===== config.mk =====
export PLATFORM = sky130hd
export DESIGN_NAME = rdwait_gen
export DESIGN_NICKNAME = d
export VERILOG_FILES = /design/src/rtl/rdwait_pkg.sv /design/src/rtl/rdwait_sync.sv /design/src/rtl/rdwait_detect.sv /design/src/rtl/rdwait_timer.sv /design/src/rtl/rdwait_gen.sv
export SDC_FILE = /design/constraint.sdc
export NUM_CORES = 1
export LEC_CHECK = 0
export BUFFER_PORTS_ARGS = -buffer_cell sky130_fd_sc_hd__buf_2
export CAP_MARGIN = 20
export CORE_AREA = 2 2 45 47
export DETAILED_ROUTE_END_ITERATION = 10
export DIE_AREA = 0 0 47 49
export PLACE_DENSITY_LB_ADDON = 0.25
export SETUP_SLACK_MARGIN = 0.4
export SLEW_MARGIN = 20
export SYNTH_ARGS = -nofsm -noshare
export SYNTH_HDL_FRONTEND = slang
export SYNTH_SLANG_ARGS = --single-unit
export TNS_END_PERCENT = 50

===== constraint.sdc =====
create_clock -name clk -period 1.7 [get_ports clk]
set_clock_uncertainty 0.05 [all_clocks]
set_input_delay 0.17 -clock clk [delete_from_list [all_inputs] [get_ports clk]]
set_output_delay 0.17 -clock clk [all_outputs]
set_load 0.05 [all_outputs]

===== src/rtl/rdwait_pkg.sv =====
package rdwait_pkg;

   typedef enum logic {
      KIND_MEMRD = 1'b0,
      KIND_FETCH = 1'b1
   } rd_kind_e;

   typedef struct packed {
      logic m1_n;
      logic mreq_n;
      logic rd_n;
   } cpu_strobes_t;

   localparam int unsigned STROBE_W  = $bits(cpu_strobes_t);
   localparam int unsigned DELAY_MAX = 7;

endpackage


===== src/rtl/rdwait_sync.sv =====
module rdwait_sync #(
   parameter int unsigned W       = 3,
   parameter int unsigned STAGES  = 2,
   parameter logic [W-1:0] RST_VAL = '1
) (
   input  logic         clk,
   input  logic         rst_n,
   input  logic [W-1:0] din,
   output logic [W-1:0] dout
);

   initial begin
      assert (STAGES >= 2) else $fatal(1, "rdwait_sync: STAGES must be at least 2");
   end

   logic [W-1:0] stage_q [STAGES];

   for (genvar g = 0; g < STAGES; g++) begin : g_stage
      if (g == 0) begin : g_first
         always_ff @(posedge clk) begin
            if (!rst_n) stage_q[g] <= RST_VAL;
            else        stage_q[g] <= din;
         end
      end else begin : g_next
         always_ff @(posedge clk) begin
            if (!rst_n) stage_q[g] <= RST_VAL;
            else        stage_q[g] <= stage_q[g-1];
         end
      end
   end

   assign dout = stage_q[STAGES-1];

endmodule


===== src/rtl/rdwait_detect.sv =====
module rdwait_detect
   import rdwait_pkg::*;
(
   input  logic         clk,
   input  logic         rst_n,
   input  cpu_strobes_t strb_s,
   output logic         start,
   output rd_kind_e     start_kind,
   output logic         rd_idle
);

   logic rd_prev_n;

   always_ff @(posedge clk) begin
      if (!rst_n) rd_prev_n <= 1'b1;
      else        rd_prev_n <= strb_s.rd_n;
   end

   // memory read begins on the falling read strobe with memory request low
   assign start      = rd_prev_n & ~strb_s.rd_n & ~strb_s.mreq_n;
   assign start_kind = strb_s.m1_n ? KIND_MEMRD : KIND_FETCH;
   assign rd_idle    = strb_s.rd_n;

endmodule


===== src/rtl/rdwait_timer.sv =====
module rdwait_timer
   import rdwait_pkg::*;
#(
   parameter int unsigned DATA_W      = 8,
   parameter int unsigned FETCH_DELAY = 3,
   parameter int unsigned MEMRD_DELAY = 3
) (
   input  logic              clk,
   input  logic              rst_n,
   input  logic              start,
   input  rd_kind_e          start_kind,
   input  logic              rd_idle,
   input  logic              mem_rd_ready,
   input  logic [DATA_W-1:0] mem_rd_data,
   output logic              mem_rd_req,
   output logic              mem_rd_fetch,
   output logic              cpu_wait_n,
   output logic [DATA_W-1:0] cpu_rd_data
);

   localparam int unsigned MAX_D = (FETCH_DELAY > MEMRD_DELAY) ? FETCH_DELAY : MEMRD_DELAY;
   localparam int unsigned CNT_W = (MAX_D < 1) ? 1 : $clog2(MAX_D + 1);

   logic              active_q;
   logic              done_q;
   logic              req_q;
   logic              wait_n_q;
   rd_kind_e          kind_q;
   logic [CNT_W-1:0]  cnt_q;
   logic [CNT_W-1:0]  limit;
   logic [DATA_W-1:0] data_q;

   if (FETCH_DELAY == MEMRD_DELAY) begin : g_same_limit
      assign limit = CNT_W'(FETCH_DELAY);
   end else begin : g_split_limit
      assign limit = (kind_q == KIND_FETCH) ? CNT_W'(FETCH_DELAY) : CNT_W'(MEMRD_DELAY);
   end

   always_ff @(posedge clk) begin
      if (!rst_n) begin
         active_q <= 1'b0;
         done_q   <= 1'b0;
         req_q    <= 1'b0;
         wait_n_q <= 1'b1;
         kind_q   <= KIND_MEMRD;
         cnt_q    <= '0;
         data_q   <= '0;
      end else begin
         req_q <= 1'b0;
         if (rd_idle) begin
            active_q <= 1'b0;
            done_q   <= 1'b0;
            wait_n_q <= 1'b1;
            cnt_q    <= '0;
         end else if (start) begin
            active_q <= 1'b1;
            done_q   <= 1'b0;
            req_q    <= 1'b1;
            wait_n_q <= 1'b1;
            kind_q   <= start_kind;
            cnt_q    <= '0;
         end else if (active_q && !done_q) begin
            if (mem_rd_ready) begin
               data_q   <= mem_rd_data;
               done_q   <= 1'b1;
               wait_n_q <= 1'b1;
            end else if (cnt_q >= limit) begin
               wait_n_q <= 1'b0;
            end else begin
               cnt_q <= cnt_q + 1'b1;
            end
         end
      end
   end

   assign mem_rd_req   = req_q;
   assign mem_rd_fetch = (kind_q == KIND_FETCH);
   assign cpu_wait_n   = wait_n_q;
   assign cpu_rd_data  = data_q;

   AST_REQ_ONE_CYCLE: assert property (@(posedge clk) disable iff (!rst_n)
      req_q |=> !req_q);

   AST_READY_RELEASES: assert property (@(posedge clk) disable iff (!rst_n)
      (active_q && !done_q && !rd_idle && mem_rd_ready) |=> (wait_n_q && done_q));

   AST_DATA_HELD: assert property (@(posedge clk) disable iff (!rst_n)
      $past(!active_q || done_q) |-> $stable(data_q));

endmodule


===== src/rtl/rdwait_gen.sv =====
module rdwait_gen
   import rdwait_pkg::*;
#(
   parameter int unsigned DATA_W      = 8,
   parameter int unsigned SYNC_STAGES = 2,
   parameter int unsigned FETCH_DELAY = 3,
   parameter int unsigned MEMRD_DELAY = 3
) (
   input  logic              clk,
   input  logic              rst_n,
   input  logic              cpu_m1_n,
   input  logic              cpu_mreq_n,
   input  logic              cpu_rd_n,
   input  logic              mem_rd_ready,
   input  logic [DATA_W-1:0] mem_rd_data,
   output logic              mem_rd_req,
   output logic              mem_rd_fetch,
   output logic              cpu_wait_n,
   output logic [DATA_W-1:0] cpu_rd_data
);

   initial begin
      assert (FETCH_DELAY <= DELAY_MAX) else $fatal(1, "rdwait_gen: FETCH_DELAY above 7");
      assert (MEMRD_DELAY <= DELAY_MAX) else $fatal(1, "rdwait_gen: MEMRD_DELAY above 7");
      assert (DATA_W >= 1) else $fatal(1, "rdwait_gen: DATA_W must be positive");
   end

   cpu_strobes_t strb_raw;
   cpu_strobes_t strb_s;
   logic         start;
   rd_kind_e     start_kind;
   logic         rd_idle;

   assign strb_raw = '{m1_n: cpu_m1_n, mreq_n: cpu_mreq_n, rd_n: cpu_rd_n};

   rdwait_sync #(
      .W       (STROBE_W),
      .STAGES  (SYNC_STAGES),
      .RST_VAL ({STROBE_W{1'b1}})
   ) u_sync (
      .clk   (clk),
      .rst_n (rst_n),
      .din   (strb_raw),
      .dout  (strb_s)
   );

   rdwait_detect u_detect (
      .clk        (clk),
      .rst_n      (rst_n),
      .strb_s     (strb_s),
      .start      (start),
      .start_kind (start_kind),
      .rd_idle    (rd_idle)
   );

   rdwait_timer #(
      .DATA_W      (DATA_W),
      .FETCH_DELAY (FETCH_DELAY),
      .MEMRD_DELAY (MEMRD_DELAY)
   ) u_timer (
      .clk          (clk),
      .rst_n        (rst_n),
      .start        (start),
      .start_kind   (start_kind),
      .rd_idle      (rd_idle),
      .mem_rd_ready (mem_rd_ready),
      .mem_rd_data  (mem_rd_data),
      .mem_rd_req   (mem_rd_req),
      .mem_rd_fetch (mem_rd_fetch),
      .cpu_wait_n   (cpu_wait_n),
      .cpu_rd_data  (cpu_rd_data)
   );

   AST_IDLE_FREES_WAIT: assert property (@(posedge clk) disable iff (!rst_n)
      rd_idle |=> cpu_wait_n);

   AST_REQ_IN_READ: assert property (@(posedge clk) disable iff (!rst_n)
      mem_rd_req |-> !rd_idle);

endmodule


==> results.md <==
* Initial antenna violation count at 0
* Pre-CTS setup slack at about 410 ps
* Leading area contributor after synthesis: dfxtp_1
* Slowest stage cell, crit path: dfxtp_2
* Via-to-Cell Ratio at approximately 4.4
* Crit Path Max Fanout at 2
* Initial DRC Count at 6
* Yosys cell types at 19
* Area delta synth->final at 34.73%
* Sequential cell area at around 440 µm²
* Total track usage at 0.1491
* Post-DP HPWL at between 900 and 1000 µm
* Clock buffer count from CTS at 3
* Hold Fails Final Rpt at 0
* Status: complete, no violations
* TritonCTS clock tree: done
* Hold WC Path Type: in2reg
* Pin count of the biggest net entering global routing at 24
* RSZ-0062 raised after global routing: yes
* Final ANT Viol Nets at 0
* # IOs at 25
* Peak supply drop at ~0.64 mV
* Crit path launch type: flop
* Total Wirelength at around 1400 µm
* Yosys warns at 0
* Worst Hold Margin at about 47 ps
* Die W at 47 µm
* NumNets Final at 125
* EDFF count, synth at 0
* Register bit count reported by yosys at 22
* Worst slew margin at 0.8094
* PwrDens at 887.1 nW/µm²
* Crit Path Category: reg2reg
* # rows at 16
* Final WS setup at 426.8 ps
* Design area at about 1100 µm²
* Post-Syn Instances at 76
* H-tree levels at 1
* Dpl cell area at 957.2 µm²
* DR pass1 iterations at 4
* Final Max Tran Viols at 0
* Initial Util at 0.4382
* Mean Syn Cell Area at approximately 11 µm²
* Tmin final at ~1300 ps
* Crit. End Element: flop
* IO Port Bufs at 24
* Layout fillers at between 150 and 200
* Hold path depth at 3
* Fmax at about 0.79 GHz
* Overflow left after global routing at 0
* Die area at ~2300 µm²
* Critical path required time at between 1500 and 2000 ps
* Core Footprint at 1842 µm²
* Area occupied by multi-input gates at 361.6 µm²
* Commonest cells in the netlist: dfxtp_1, nand2_1, mux2i_1
* Mapped Area at 807.0 µm²
* Post-Syn Nets at 91
* CTS root buf: clkbuf_4
* Vias in the first global route at 580
* Total vias in the final route at between 600 and 700
* Clock buffer depth at 2
* Share of cells above drive strength 1 at 0.3853
* Max-cap viol count at 0
* Residual DRC at 0
* Gpl congestion at about 0.75
* LEAKAGE at between 0.4 and 0.5 nW
* Arr. time, crit path at 1430 ps
* CP max stage delay at 360 ps
* Final Power at between 0.0009 and 0.001 W
* Antenna cells at 0
* Synth area leaders: dfxtp_1, mux2i_1, nand2_1
* Primary FF master, synth: dfxtp_1
* Setup Viol. Count Final at 0
* Cell depth of the worst flop-to-flop path at 4
* Worst path cell trace: ha_4, nor4b_4, mux2i_1, nor2_1
* Die Ht at a little under 50 µm
* Post-synthesis sequential area ratio at 0.5457
* Worst-Margin Slew at 284.6 ps
* Routed len/inst at 10.54 µm
* Area share of the largest cell type after synthesis at 0.5457
* Count leader, synth: dfxtp_1
* CTS sink count at 22
* Clk_lat worst skew at 300 ps
* Ys async rst share at 0
* Sum Neg Setup Slack at 0 ps
* First-pass GRT wire length at around 2400 µm
* Final Cycle Share at 0.7489
* Clock-pin slew on the worst setup and hold paths at around 110 ps
==> flip-flops by register name, indices dropped and copies added (netlist names) <==
name and count:
u_detect.rd_prev_n 1, u_sync.stage_q 6, u_timer.active_q 1, u_timer.cnt_q 2, u_timer.cpu_rd_data 8, u_timer.cpu_wait_n 1
u_timer.done_q 1, u_timer.mem_rd_fetch 1, u_timer.mem_rd_req 1
==> per-layer routing <==
| metal | GRT usage | part of all wire | vias to the layer above |
|---|---|---|---|
| li1 | - | - | 318 |
| met1 | 0.1772 | 0.42 | 268 |
| met2 | 0.2306 | 0.52 | 13 |
| met3 | 0.04444 | 0.045 | 4 |
| met4 | 0.08333 | 0.024 | 0 |
| met5 | 0 | 0 | - |
==> final cells by class <==
cell class	instances	area share
clock buffers	3	0.02071
multi-input cells	50	0.3326
clock inverters	1	0.02762
repair buffers	32	0.1761
flip-flops and latches	22	0.4085
inverters	1	0.003452
well taps	27	0.03107
==> path summary, 6_finish.rpt <==
check,startpoint,endpoint,slack (ps)
setup / recovery,u_timer.cnt_q[0],u_timer.cnt_q[1],430
hold / removal,mem_rd_data[5],u_timer.cpu_rd_data[5],50
setup reg to reg,u_timer.cnt_q[0],u_timer.cnt_q[1],430
hold reg to reg,u_sync.stage_q[0][2],u_sync.stage_q[1][2],370
==> worst max-delay path, delay by kind of cell, from the launching register on <==
family                   cells  cell delay (ps)
AND/OR/NAND/NOR              2              370
flip-flops                   1              360
multiplexers                 1              220
adder cells (fa/ha/maj)      1              170
==> stage by stage <==
stage | instances | util
3_5_place_dp | 126 | 0.5197
2_1_floorplan | 76 | -
3_3_place_gp | 126 | 0.5197
5_1_grt | 136 | 0.5904
6_report | 136 | 0.5904
4_1_cts | 133 | 0.5652
==> cells in the final DEF (no fill, tap or decap), drive strengths merged <==
cell / Yosys / layout
bufinv: 0 / 1
nand2: 17 / 17
nor4b: 1 / 1
a21oi: 2 / 2
nor2b: 1 / 1
nor2: 4 / 4
o21ai: 1 / 1
dfxtp: 22 / 22
a21boi: 1 / 1
nand2b: 9 / 9
mux2i: 9 / 9
a221o: 1 / 1
ha: 1 / 1
and4b: 1 / 1
dlygate4sd3: 0 / 3
xnor2: 1 / 1
or3: 1 / 1
buf: 1 / 29
inv: 1 / 1
clkbuf: 2 / 3
==> repair_timing <==
action	4_1_cts	5_1_grt
resized for setup	1	6
endpoints found under the setup margin	3	9
hold buffers	3	0
endpoints found under the hold margin	3	0
setup buffers	0	3
pin swaps	0	1
==> power breakdown <==
| group | internal, W | switching, W |
|---|---|---|
| Clock | 0.000238 | 0.000152 |
| Sequential | 0.000523 | 0.00000272 |
| Combinational | 0.0000266 | 0.0000216 |
| Total | 0.000788 | 0.000177 |
==> cells by family after synthesis <==
kind of cell    count (synthesis)  synth area share
compound gates                  5           0.04186
flops                          22            0.5457
buf+inv                         4           0.02790
fa+ha+maj                       1           0.01550
xor+xnor                        1           0.01085
mux                             9            0.1116
simple gates                   34            0.2465
(Power assumes the default switching activity.)
